<file path="config.mk">
export PLATFORM = sky130hd
export DESIGN_NAME = attr_index_unit
export DESIGN_NICKNAME = d
export VERILOG_FILES = /design/src/rtl/attr_idx_pkg.sv /design/src/rtl/attr_idx_prep.sv /design/src/rtl/attr_idx_magic.sv /design/src/rtl/attr_idx_odd_mod.sv /design/src/rtl/attr_index_unit.sv
export SDC_FILE = /design/constraint.sdc
export NUM_CORES = 2
export LEC_CHECK = 0
export BUFFER_PORTS_ARGS = -buffer_cell sky130_fd_sc_hd__buf_2
export CORE_MARGIN = 2
export CORE_UTILIZATION = 52
export DETAILED_ROUTE_END_ITERATION = 7
export GPL_TIMING_DRIVEN = 0
export PLACE_DENSITY = 0.67
export SLEW_MARGIN = 5
export SYNTH_ARGS = -nofsm -noshare
export SYNTH_HDL_FRONTEND = slang
export SYNTH_HIERARCHICAL = 1
export SYNTH_SLANG_ARGS = --single-unit
</file>
<file path="constraint.sdc">
create_clock -name clk_i -period 30.8 [get_ports clk_i]
set_clock_uncertainty 0.15 [all_clocks]
set_input_delay 4.62 -clock clk_i [delete_from_list [all_inputs] [get_ports clk_i]]
set_output_delay 4.62 -clock clk_i [all_outputs]
set_load 0.1 [all_outputs]
</file>
<file path="src/rtl/attr_idx_pkg.sv">
package attr_idx_pkg;
  typedef enum logic [1:0] {
    MODE_LINEAR = 2'd0,
    MODE_MODULO = 2'd1,
    MODE_SHIFT  = 2'd2,
    MODE_MAGIC  = 2'd3
  } idx_mode_e;
endpackage

</file>
<file path="src/rtl/attr_idx_prep.sv">
module attr_idx_prep #(
  parameter int IDX_W = 32
) (
  input  logic [IDX_W-1:0] idx_i,
  input  logic [IDX_W-1:0] mul_i,
  input  logic             round_i,
  output logic [IDX_W:0]   op_o,
  output logic [IDX_W-1:0] mul_o
);
  // one extra bit keeps index+1 exact at all-ones
  assign op_o  = {1'b0, idx_i} + {{IDX_W{1'b0}}, round_i};
  assign mul_o = {1'b1, mul_i[IDX_W-2:0]};
endmodule

</file>
<file path="src/rtl/attr_idx_magic.sv">
module attr_idx_magic #(
  parameter int IDX_W = 32,
  parameter int SH_W  = $clog2(IDX_W)
) (
  input  logic [IDX_W:0]   op_i,
  input  logic [IDX_W-1:0] mul_i,
  input  logic [SH_W-1:0]  shift_i,
  output logic [IDX_W-1:0] quo_o
);
  localparam int PROD_W = 2 * IDX_W;

  logic [PROD_W-1:0] prod;
  logic [PROD_W-1:0] prod_hi;

  // op <= 2^IDX_W and mul < 2^IDX_W, so the product fits PROD_W
  assign prod    = PROD_W'(op_i) * PROD_W'(mul_i);
  assign prod_hi = prod >> IDX_W;
  assign quo_o   = IDX_W'(prod_hi >> shift_i);
endmodule

</file>
<file path="src/rtl/attr_idx_odd_mod.sv">
module attr_idx_odd_mod #(
  parameter int IDX_W   = 32,
  parameter int NUM_ODD = 5,
  parameter int SEL_W   = 3,
  parameter int SH_W    = $clog2(IDX_W)
) (
  input  logic [IDX_W-1:0] idx_i,
  input  logic [SH_W-1:0]  shift_i,
  input  logic [SEL_W-1:0] sel_i,
  output logic [IDX_W-1:0] rem_o
);
  localparam int REM_W = $clog2(2 * NUM_ODD);

  logic [IDX_W-1:0] hi_part;
  logic [IDX_W-1:0] lo_mask;
  logic [REM_W-1:0] rems [NUM_ODD];
  logic [SEL_W-1:0] sel_c;

  assign hi_part = idx_i >> shift_i;
  assign lo_mask = ~({IDX_W{1'b1}} << shift_i);

  for (genvar g = 0; g < NUM_ODD; g++) begin : g_odd
    localparam int ODD = 2 * g + 1;
    assign rems[g] = REM_W'(hi_part % IDX_W'(ODD));
  end

  assign sel_c = (sel_i > SEL_W'(NUM_ODD - 1)) ? SEL_W'(NUM_ODD - 1) : sel_i;
  // rem <= hi, so the shifted remainder never leaves IDX_W bits
  assign rem_o = (IDX_W'(rems[sel_c]) << shift_i) | (idx_i & lo_mask);

  always_comb begin
    p_mod_le_r2: assert (rem_o <= idx_i);
  end
endmodule

</file>
<file path="src/rtl/attr_index_unit.sv">
module attr_index_unit
  import attr_idx_pkg::*;
#(
  parameter int IDX_W = 32,
  parameter int EXT_W = 3
) (
  input  logic                     clk_i,
  input  logic                     rst_ni,
  input  logic                     in_valid_i,
  output logic                     in_ready_o,
  input  logic [1:0]               mode_i,
  input  logic [$clog2(IDX_W)-1:0] shift_i,
  input  logic [EXT_W-1:0]         extra_i,
  input  logic [IDX_W-1:0]         mult_i,
  input  logic [IDX_W-1:0]         index_i,
  output logic                     out_valid_o,
  input  logic                     out_ready_i,
  output logic [IDX_W-1:0]         elem_o
);
  localparam int SH_W = $clog2(IDX_W);

  logic             adv;
  logic             round_in;
  logic [IDX_W:0]   op_in;
  logic [IDX_W-1:0] mul_in;

  logic             v1_q;
  idx_mode_e        mode1_q;
  logic [SH_W-1:0]  sh1_q;
  logic [EXT_W-1:0] ext1_q;
  logic [IDX_W-1:0] idx1_q;
  logic [IDX_W:0]   op1_q;
  logic [IDX_W-1:0] mul1_q;

  logic [IDX_W-1:0] quo_magic;
  logic [IDX_W-1:0] rem_mod;
  logic [IDX_W-1:0] res_d;

  logic             vo_q;
  logic [IDX_W-1:0] elem_q;

  assign adv        = !vo_q || out_ready_i;
  assign in_ready_o = adv;
  assign round_in   = (idx_mode_e'(mode_i) == MODE_MAGIC) && extra_i[0];

  attr_idx_prep #(.IDX_W(IDX_W)) u_prep (
    .idx_i   (index_i),
    .mul_i   (mult_i),
    .round_i (round_in),
    .op_o    (op_in),
    .mul_o   (mul_in)
  );

  always_ff @(posedge clk_i or negedge rst_ni) begin
    if (!rst_ni) begin
      v1_q    <= 1'b0;
      mode1_q <= MODE_LINEAR;
      sh1_q   <= '0;
      ext1_q  <= '0;
      idx1_q  <= '0;
      op1_q   <= '0;
      mul1_q  <= '0;
    end else if (adv) begin
      v1_q <= in_valid_i;
      if (in_valid_i) begin
        mode1_q <= idx_mode_e'(mode_i);
        sh1_q   <= shift_i;
        ext1_q  <= extra_i;
        idx1_q  <= index_i;
        op1_q   <= op_in;
        mul1_q  <= mul_in;
      end
    end
  end

  attr_idx_magic #(.IDX_W(IDX_W), .SH_W(SH_W)) u_magic (
    .op_i    (op1_q),
    .mul_i   (mul1_q),
    .shift_i (sh1_q),
    .quo_o   (quo_magic)
  );

  attr_idx_odd_mod #(.IDX_W(IDX_W), .NUM_ODD(5), .SEL_W(EXT_W), .SH_W(SH_W)) u_mod (
    .idx_i   (idx1_q),
    .shift_i (sh1_q),
    .sel_i   (ext1_q),
    .rem_o   (rem_mod)
  );

  always_comb begin
    unique case (mode1_q)
      MODE_LINEAR: res_d = idx1_q;
      MODE_MODULO: res_d = rem_mod;
      MODE_SHIFT:  res_d = idx1_q >> sh1_q;
      MODE_MAGIC:  res_d = quo_magic;
      default:     res_d = idx1_q;
    endcase
  end

  always_ff @(posedge clk_i or negedge rst_ni) begin
    if (!rst_ni) begin
      vo_q   <= 1'b0;
      elem_q <= '0;
    end else if (adv) begin
      vo_q <= v1_q;
      if (v1_q) elem_q <= res_d;
    end
  end

  assign out_valid_o = vo_q;
  assign elem_o      = elem_q;

  p_hold_r8: assert property (@(posedge clk_i) disable iff (!rst_ni)
    (vo_q && !out_ready_i) |=> (out_valid_o && $stable(elem_o)));

  p_lat_r7: assert property (@(posedge clk_i) disable iff (!rst_ni)
    (v1_q && adv) |=> out_valid_o);

  p_lin_r1: assert property (@(posedge clk_i) disable iff (!rst_ni)
    (v1_q && adv && mode1_q == MODE_LINEAR) |=> (elem_o == $past(idx1_q)));

  p_shr_r3: assert property (@(posedge clk_i) disable iff (!rst_ni)
    (v1_q && adv && mode1_q == MODE_SHIFT) |=> (elem_o <= $past(idx1_q)));

  p_impl_bit_r4: assert property (@(posedge clk_i) disable iff (!rst_ni)
    (in_valid_i && adv && mode_i == 2'd3) |=> mul1_q[IDX_W-1]);

  p_magic_le_r5: assert property (@(posedge clk_i) disable iff (!rst_ni)
    (v1_q && adv && mode1_q == MODE_MAGIC) |=> (elem_o <= $past(idx1_q)));
endmodule

</file>
# After elaboration in Yosys (flattened, before gate mapping)
# Cells that the tools add are included.
dict set report totals {
  wordCells 40
  latch_bits 0
  input_bits 78
  mem_bits_rw 0
  n_memories 0
  romBits 0
  regBits 141
}
dict set report op_classes {
  addsub 1
  n_div 4
  reduce_logical 6
  bitwise_logic 4
  shift 4
  multipliers 1
  n_eq_ne 4
  n_lt_le_gt_ge 2
  muxes 5
}
# op count
set ops {}
lappend ops {{case mux 32 bit (4 select lines)} 1}
lappend ops {{remainder unit 32 x 3 -> 32 bit, second input constant} 2}
lappend ops {{multiplier 33 x 32 -> 64 bit} 1}
lappend ops {{>> shifter 32 x 5 -> 32 bit} 2}
lappend ops {{adder 32 x 1 -> 33 bit} 1}
lappend ops {{bitwise AND 32 bit} 1}
lappend ops {{remainder unit 32 x 2 -> 32 bit, second input constant} 1}
lappend ops {{remainder unit 32 x 4 -> 32 bit, second input constant} 1}
lappend ops {{inverter 32 bit} 1}
lappend ops {{bitwise OR 32 bit} 1}
lappend ops {{<< shifter 32 x 5 -> 32 bit, first input constant} 1}
lappend ops {{<< shifter 4 x 5 -> 32 bit} 1}
lappend ops {{binary-select mux 4 bit (select 3 bit)} 1}
lappend ops {{two-way mux 4 bit} 2}
lappend ops {{equality test 2 bit, second input constant} 3}
lappend ops {{greater-or-equal comparator 4 bit, second input constant} 1}
lappend ops {{inverter 3 -> 4 bit} 1}
lappend ops {{AND reduction 2 bit} 2}
lappend ops {{> comparator 3 bit, second input constant} 1}
lappend ops {{two-way mux 3 bit} 1}
lappend ops {{equality test 2 x 1 -> 1 bit, second input constant} 1}
lappend ops {{zero test 2 bit} 1}
lappend ops {{logical AND 1 bit} 1}
lappend ops {{zero test 1 bit} 1}
lappend ops {{logical OR 1 bit} 1}

# Longest topological paths before layout
dict set report logic_depth {
  depth_word 9
  mapped_depth 74
  depth_no_buf 65
}

# By module
# Netlist, hierarchy kept.
# module seq_area_each_um2 area_per_inst_um2 cells_per_inst n_inst
set by_module_without_submodules {}
lappend by_module_without_submodules {attr_idx_magic 0.0 37034.3 4264 1}
lappend by_module_without_submodules {attr_idx_odd_mod 0.0 16505.8 2532 1}
lappend by_module_without_submodules {attr_index_unit 3528.4 7961.4 708 1}
lappend by_module_without_submodules {attr_idx_prep 0.0 887.1 121 1}

# Worst setup path before layout
# Ideal clock, no wire load.
dict set report synth_path {
  kind {register to register}
  from {register sh1_q[0]}
  to {register elem_q[2], in the netlist elem_o[2]}
  path_buffers 3
  arrival_time_ns 15.742
  path_stages_with_launch 66
  required_ns 30.513
  path_slack_ns 14.771
  setup_time_ns 0.137
  path_cell_list {dfrtp_1 > buf_2 > mux4_2 > and2_1 > o21a_1 > a211oi_1 > nand2_1 > a31o_2 > a31oi_2 > nor3_2 > a31oi_1 > a21oi_1 > or3_1 > a21o_1 > and3_1 > or4_4 > nor4_2 > or2_2 > (+30 left out) > xnor2_1 > ha_1 > nor3_1 > a22oi_1 > a21oi_4 > xnor2_1 > ha_1 > nand3b_1 > mux2_2 > a211oi_2 > xnor2_1 > a21oi_2 > mux2_4 > a22o_4 > a22o_1 > mux2_2 > a221oi_1 > o32ai_1}
}
dict set report synth_between {
  elab_chain_len 8
  word_cells_on_any_way 15
}
# element line
set synth_rtl {}
lappend synth_rtl {{start: declaration} attr_index_unit.sv:29} ;# logic [SH_W-1:0] sh1_q;
lappend synth_rtl {{start signal: assignment} attr_index_unit.sv:67} ;# sh1_q <= shift_i;
lappend synth_rtl {{>> shifter 32 x 5 -> 32 bit} attr_idx_odd_mod.sv:19} ;# assign hi_part = idx_i >> shift_i;
lappend synth_rtl {{remainder unit 32 x 4 -> 32 bit, or another cell as far along} attr_idx_odd_mod.sv:24} ;# assign rems[g] = REM_W'(hi_part % IDX_W'(ODD));
lappend synth_rtl {{binary-select mux 4 bit (select 3 bit)} attr_idx_odd_mod.sv:29} ;# assign rem_o = (IDX_W'(rems[sel_c]) << shift_i) | (idx_i & lo_mask);
lappend synth_rtl {{two-way mux 4 bit (not written as such) (2 in series)} attr_idx_odd_mod.sv:29}
lappend synth_rtl {{<< shifter 4 x 5 -> 32 bit} attr_idx_odd_mod.sv:29}
lappend synth_rtl {{bitwise OR 32 bit (*)} attr_idx_odd_mod.sv:29}
lappend synth_rtl {{net rem_mod[2]} attr_index_unit.sv:36} ;# logic [IDX_W-1:0] rem_mod;
lappend synth_rtl {{case mux 32 bit (4 select lines) (*)} attr_index_unit.sv:91} ;# unique case (mode1_q)
lappend synth_rtl {{end signal: assignment} attr_index_unit.sv:106} ;# if (v1_q) elem_q <= res_d;
lappend synth_rtl {{end: declaration} attr_index_unit.sv:40} ;# logic [IDX_W-1:0] elem_q;
# Mark *: on every way through the listed nets, which the timed path passes. The rest lies on a longest branch. The select of a mux whose other input is x is not followed.
# A chain may end at the register's enable or synchronous reset.

# Final worst setup path
dict set report layout_path {
  from {register sh1_q[2]}
  to {register elem_q[14], in the netlist elem_o[14]}
}
# Same word-level chain as after synthesis.

==> impl_metrics.tcl <==
set metrics [dict create \
    finalCritPeriodShare_pct 71.1 \
    synth_edf_count 0 \
    timing.slew.headroom_pct -8.59 \
    port_buffers 79 \
    htree_levels 4 \
    antenna_found_initial 20 \
    cts-resized-gates 0 \
    rrSetupSlack_ns 8.89 \
    yosysSeqAreaShare_pct 5.66 \
    max_freq_ghz 0.0456 \
    dp_hpwl_mm 219 \
    cpMaxStageDelayCell "o311ai_1" \
    syn-num-nets 8902 \
    nets 9005 \
    cp.arrival_ns 22.17 \
    layoutNonFillerInstCount 9370 \
    rr_worst_depth 65 \
    drt-total-wl_mm 264 \
    cts_buffers 17 \
    start_util_pct 52.2 \
    final_max_slew_viol_count 11 \
    drc 0 \
    cts_sinks 141 \
    cts_hold_buf 0 \
    critical-path-max-stage-delay_ns 1.15 \
    min_from "elem_o[30]$_DFFE_PN0P_" \
    clockRootBuffer "clkbuf_16" \
    startpoint "sh1_q[2]$_DFFE_PN0P_" \
    grt_pass1_wl_mm 394 \
    worst_path_most_repeated_cell "o21ai_0" \
    num_rows 127 \
    hold_viol 0 \
    postRouteAntennaNets 0 \
    cts_tree "yes" \
    final_util_pct 54.9 \
    ys_seq_elements 141 \
    worstSkewPairLatency_ns 0.55 \
    hp-class "flip-flop to flip-flop" \
    timing.rr.end "elem_o[14]$_DFFE_PN0P_" \
    vias 61000 \
    netlist_instances 7625 \
    postLayoutCellArea_sq_mm 0.0656 \
    fin_crit_ns 21.91 \
    grt-ovfl-total 0 \
    rr_startpoint "sh1_q[2]$_DFFE_PN0P_" \
    core_area_sq_mm 0.119 \
    avgViaCountPerCell 6.51 \
    final-setup-viol-count 0 \
    post_dp_cell_area_sq_mm 0.0649 \
    num_io_pins 112 \
    violations "capacitance limit, slew limit" \
    drive_gt1_share_pct 8.16 \
    maxCapViolCount 3 \
    track_usage_pct 43.3 \
    holdPathStages 2 \
    clk_pin_slew_ns 0.08 \
    cp-end-kind "flip-flop" \
    avgRoutedWirePerCell_microns 28.2 \
    cts_setup_buffers 0 \
    place.gp.congestion 1.08 \
    syn_area_per_cell_sq_um 8.18 \
    finalSetupTns_ns 0 \
    die_x_microns 350 \
    holdPathEnd "elem_o[30]$_DFFE_PN0P_" \
    status "complete, but fails checks" \
    yosysWarnings 6 \
    synthToLayoutAreaGrowth_pct 5.09 \
    grt_pass1_vias 60400 \
    clock_path_buffers 2 \
    first_pass_iters 8 \
    async_reset_ff_share_pct 100 \
    dieArea_sq_mm 0.123 \
    start_kind "flip-flop" \
    path_class "flip-flop to flip-flop" \
    synth-main-ff-cell "dfrtp_1" \
    dp_cells 9320 \
    tightest_slew_ns 1.61 \
    die_h_microns 350 \
    drt_iter0_drc 6564 \
    grt_max_degree 105 \
    required_ns 31.06 \
    syn_area_sq_mm 0.0624 \
    synth_cell_types 140 \
    rsz0062_at_grt "false" \
    cp_max_fo 14 \
]
-- layout by cell type, fill, tap and decap left out, types with 24 or more instances in the layout --
master,instances
or3_1,55
and3_1,57
and2_1,732
o2111ai_1,24
mux2i_1,108
nand2_1,837
a31o_2,24
o21a_1,51
o211a_1,32
nor4_1,37
o221ai_1,30
buf_4,41
fa_1,924
o21ai_1,39
a221oi_1,26
nand3_1,157
nor3_1,143
o211ai_1,92
a21o_1,36
nand4_1,88
o21ai_0,265
a211oi_1,86
a31oi_1,64
mux2_2,174
a32oi_1,24
clkbuf_1,415
xnor2_1,101
ha_1,275
buf_2,131
dfrtp_1,141
a21oi_1,306
mux4_2,53
buf_1,31
inv_1,940
a211o_1,29
o22ai_1,72
o31ai_1,34
a22oi_1,27
nor2_1,380
-- worst max-delay path: cells and delay by family (launching register included) --
family / cells / cell delay, ns
AND/OR/NAND/NOR: 15 / 2.85
adder cells (fa/ha/maj): 3 / 0.77
buffers and inverters: 8 / 2.45
AO/OA/AOI/OAI: 35 / 12.92
flip-flops: 1 / 0.83
XOR/XNOR: 2 / 0.40
multiplexers: 2 / 1.35
-- synth_stat cells, types with 88 or more instances --
cell type,number,area [sq um]
inv_1,940,3530
fa_1,924,18500
nand2_1,837,3140
and2_1,732,4580
clkbuf_1,416,1560
nor2_1,380,1430
a21oi_1,306,1530
ha_1,275,3440
o21ai_0,266,1330
mux2_2,174,1960
nand3_1,157,786
nor3_1,143,716
dfrtp_1,141,3530
mux2i_1,109,1090
xnor2_1,101,885
o211ai_1,92,691
a211oi_1,89,668
nand4_1,88,551
-- flip-flops by register name, summed over array words and instances, names as in the netlist --
signal,count
mul1_q,32
ext1_q,3
elem_o,32
v1_q,1
out_valid_o,1
sh1_q,5
idx1_q,32
op1_q,33
mode1_q,2
-- metrics by stage --
step,hold slack (ns),worst slack [ns]
6_report,0.353,8.89
5_1_grt,0.379,8.20
4_1_cts,0.352,9.60
3_5_place_dp,0.321,9.71
3_3_place_gp,0.320,10.01
2_1_floorplan,0.301,14.77
-- layer usage --
metal | track usage (%) | part of all wire [%] | up-vias
li1 | - | - | 26300
met1 | 51.9 | 37 | 30300
met2 | 67.4 | 44 | 3517
met3 | 10.1 | 9.1 | 972
met4 | 33.7 | 9.6 | 8
met5 | 0 | 0.023 | -
-- how the worst max path moves through the flow --
stage	end	slack, ns	cells after the start
after detailed placement	elem_o[14]$_DFFE_PN0P_	9.71	65
after global placement	elem_o[14]$_DFFE_PN0P_	10.01	65
after floorplan	elem_o[2]$_DFFE_PN0P_	14.77	65
after global routing	elem_o[14]$_DFFE_PN0P_	8.20	64
after CTS	elem_o[14]$_DFFE_PN0P_	9.60	65
final	elem_o[14]$_DFFE_PN0P_	8.89	65
-- final cells by class --
cell class	count	area, sq um
Clock buffer	17	425
Antenna cell	17	42.5
Buffer	547	2310
Clock inverter	15	196
Fill cell	11400	53900
Timing Repair Buffer	84	460
Sequential cell	141	3530
Multi-Input combinational cell	5989	53000
Tap cell	1612	2020
Inverter	948	3560
-- cell families (layout without fill, tap and decap cells) --
group                      Yosys count  count (layout)  synth area share (%)
buffers and inverters             1495            1611                  9.41
muxes                              343             343                  6.94
xor gates and xnor gates           124             124                  1.75
adders and majority gates         1204            1204                  35.2
and+or+nand+nor                   2666            2666                  21.8
AOI/OAI and AO/OA                 1651            1651                  19.2
DFF                                141             141                  5.66
other                                1              18               0.00601
Power is not shown: default switching activity piles up to over one toggle a cycle in this logic, so the estimate is an artifact.
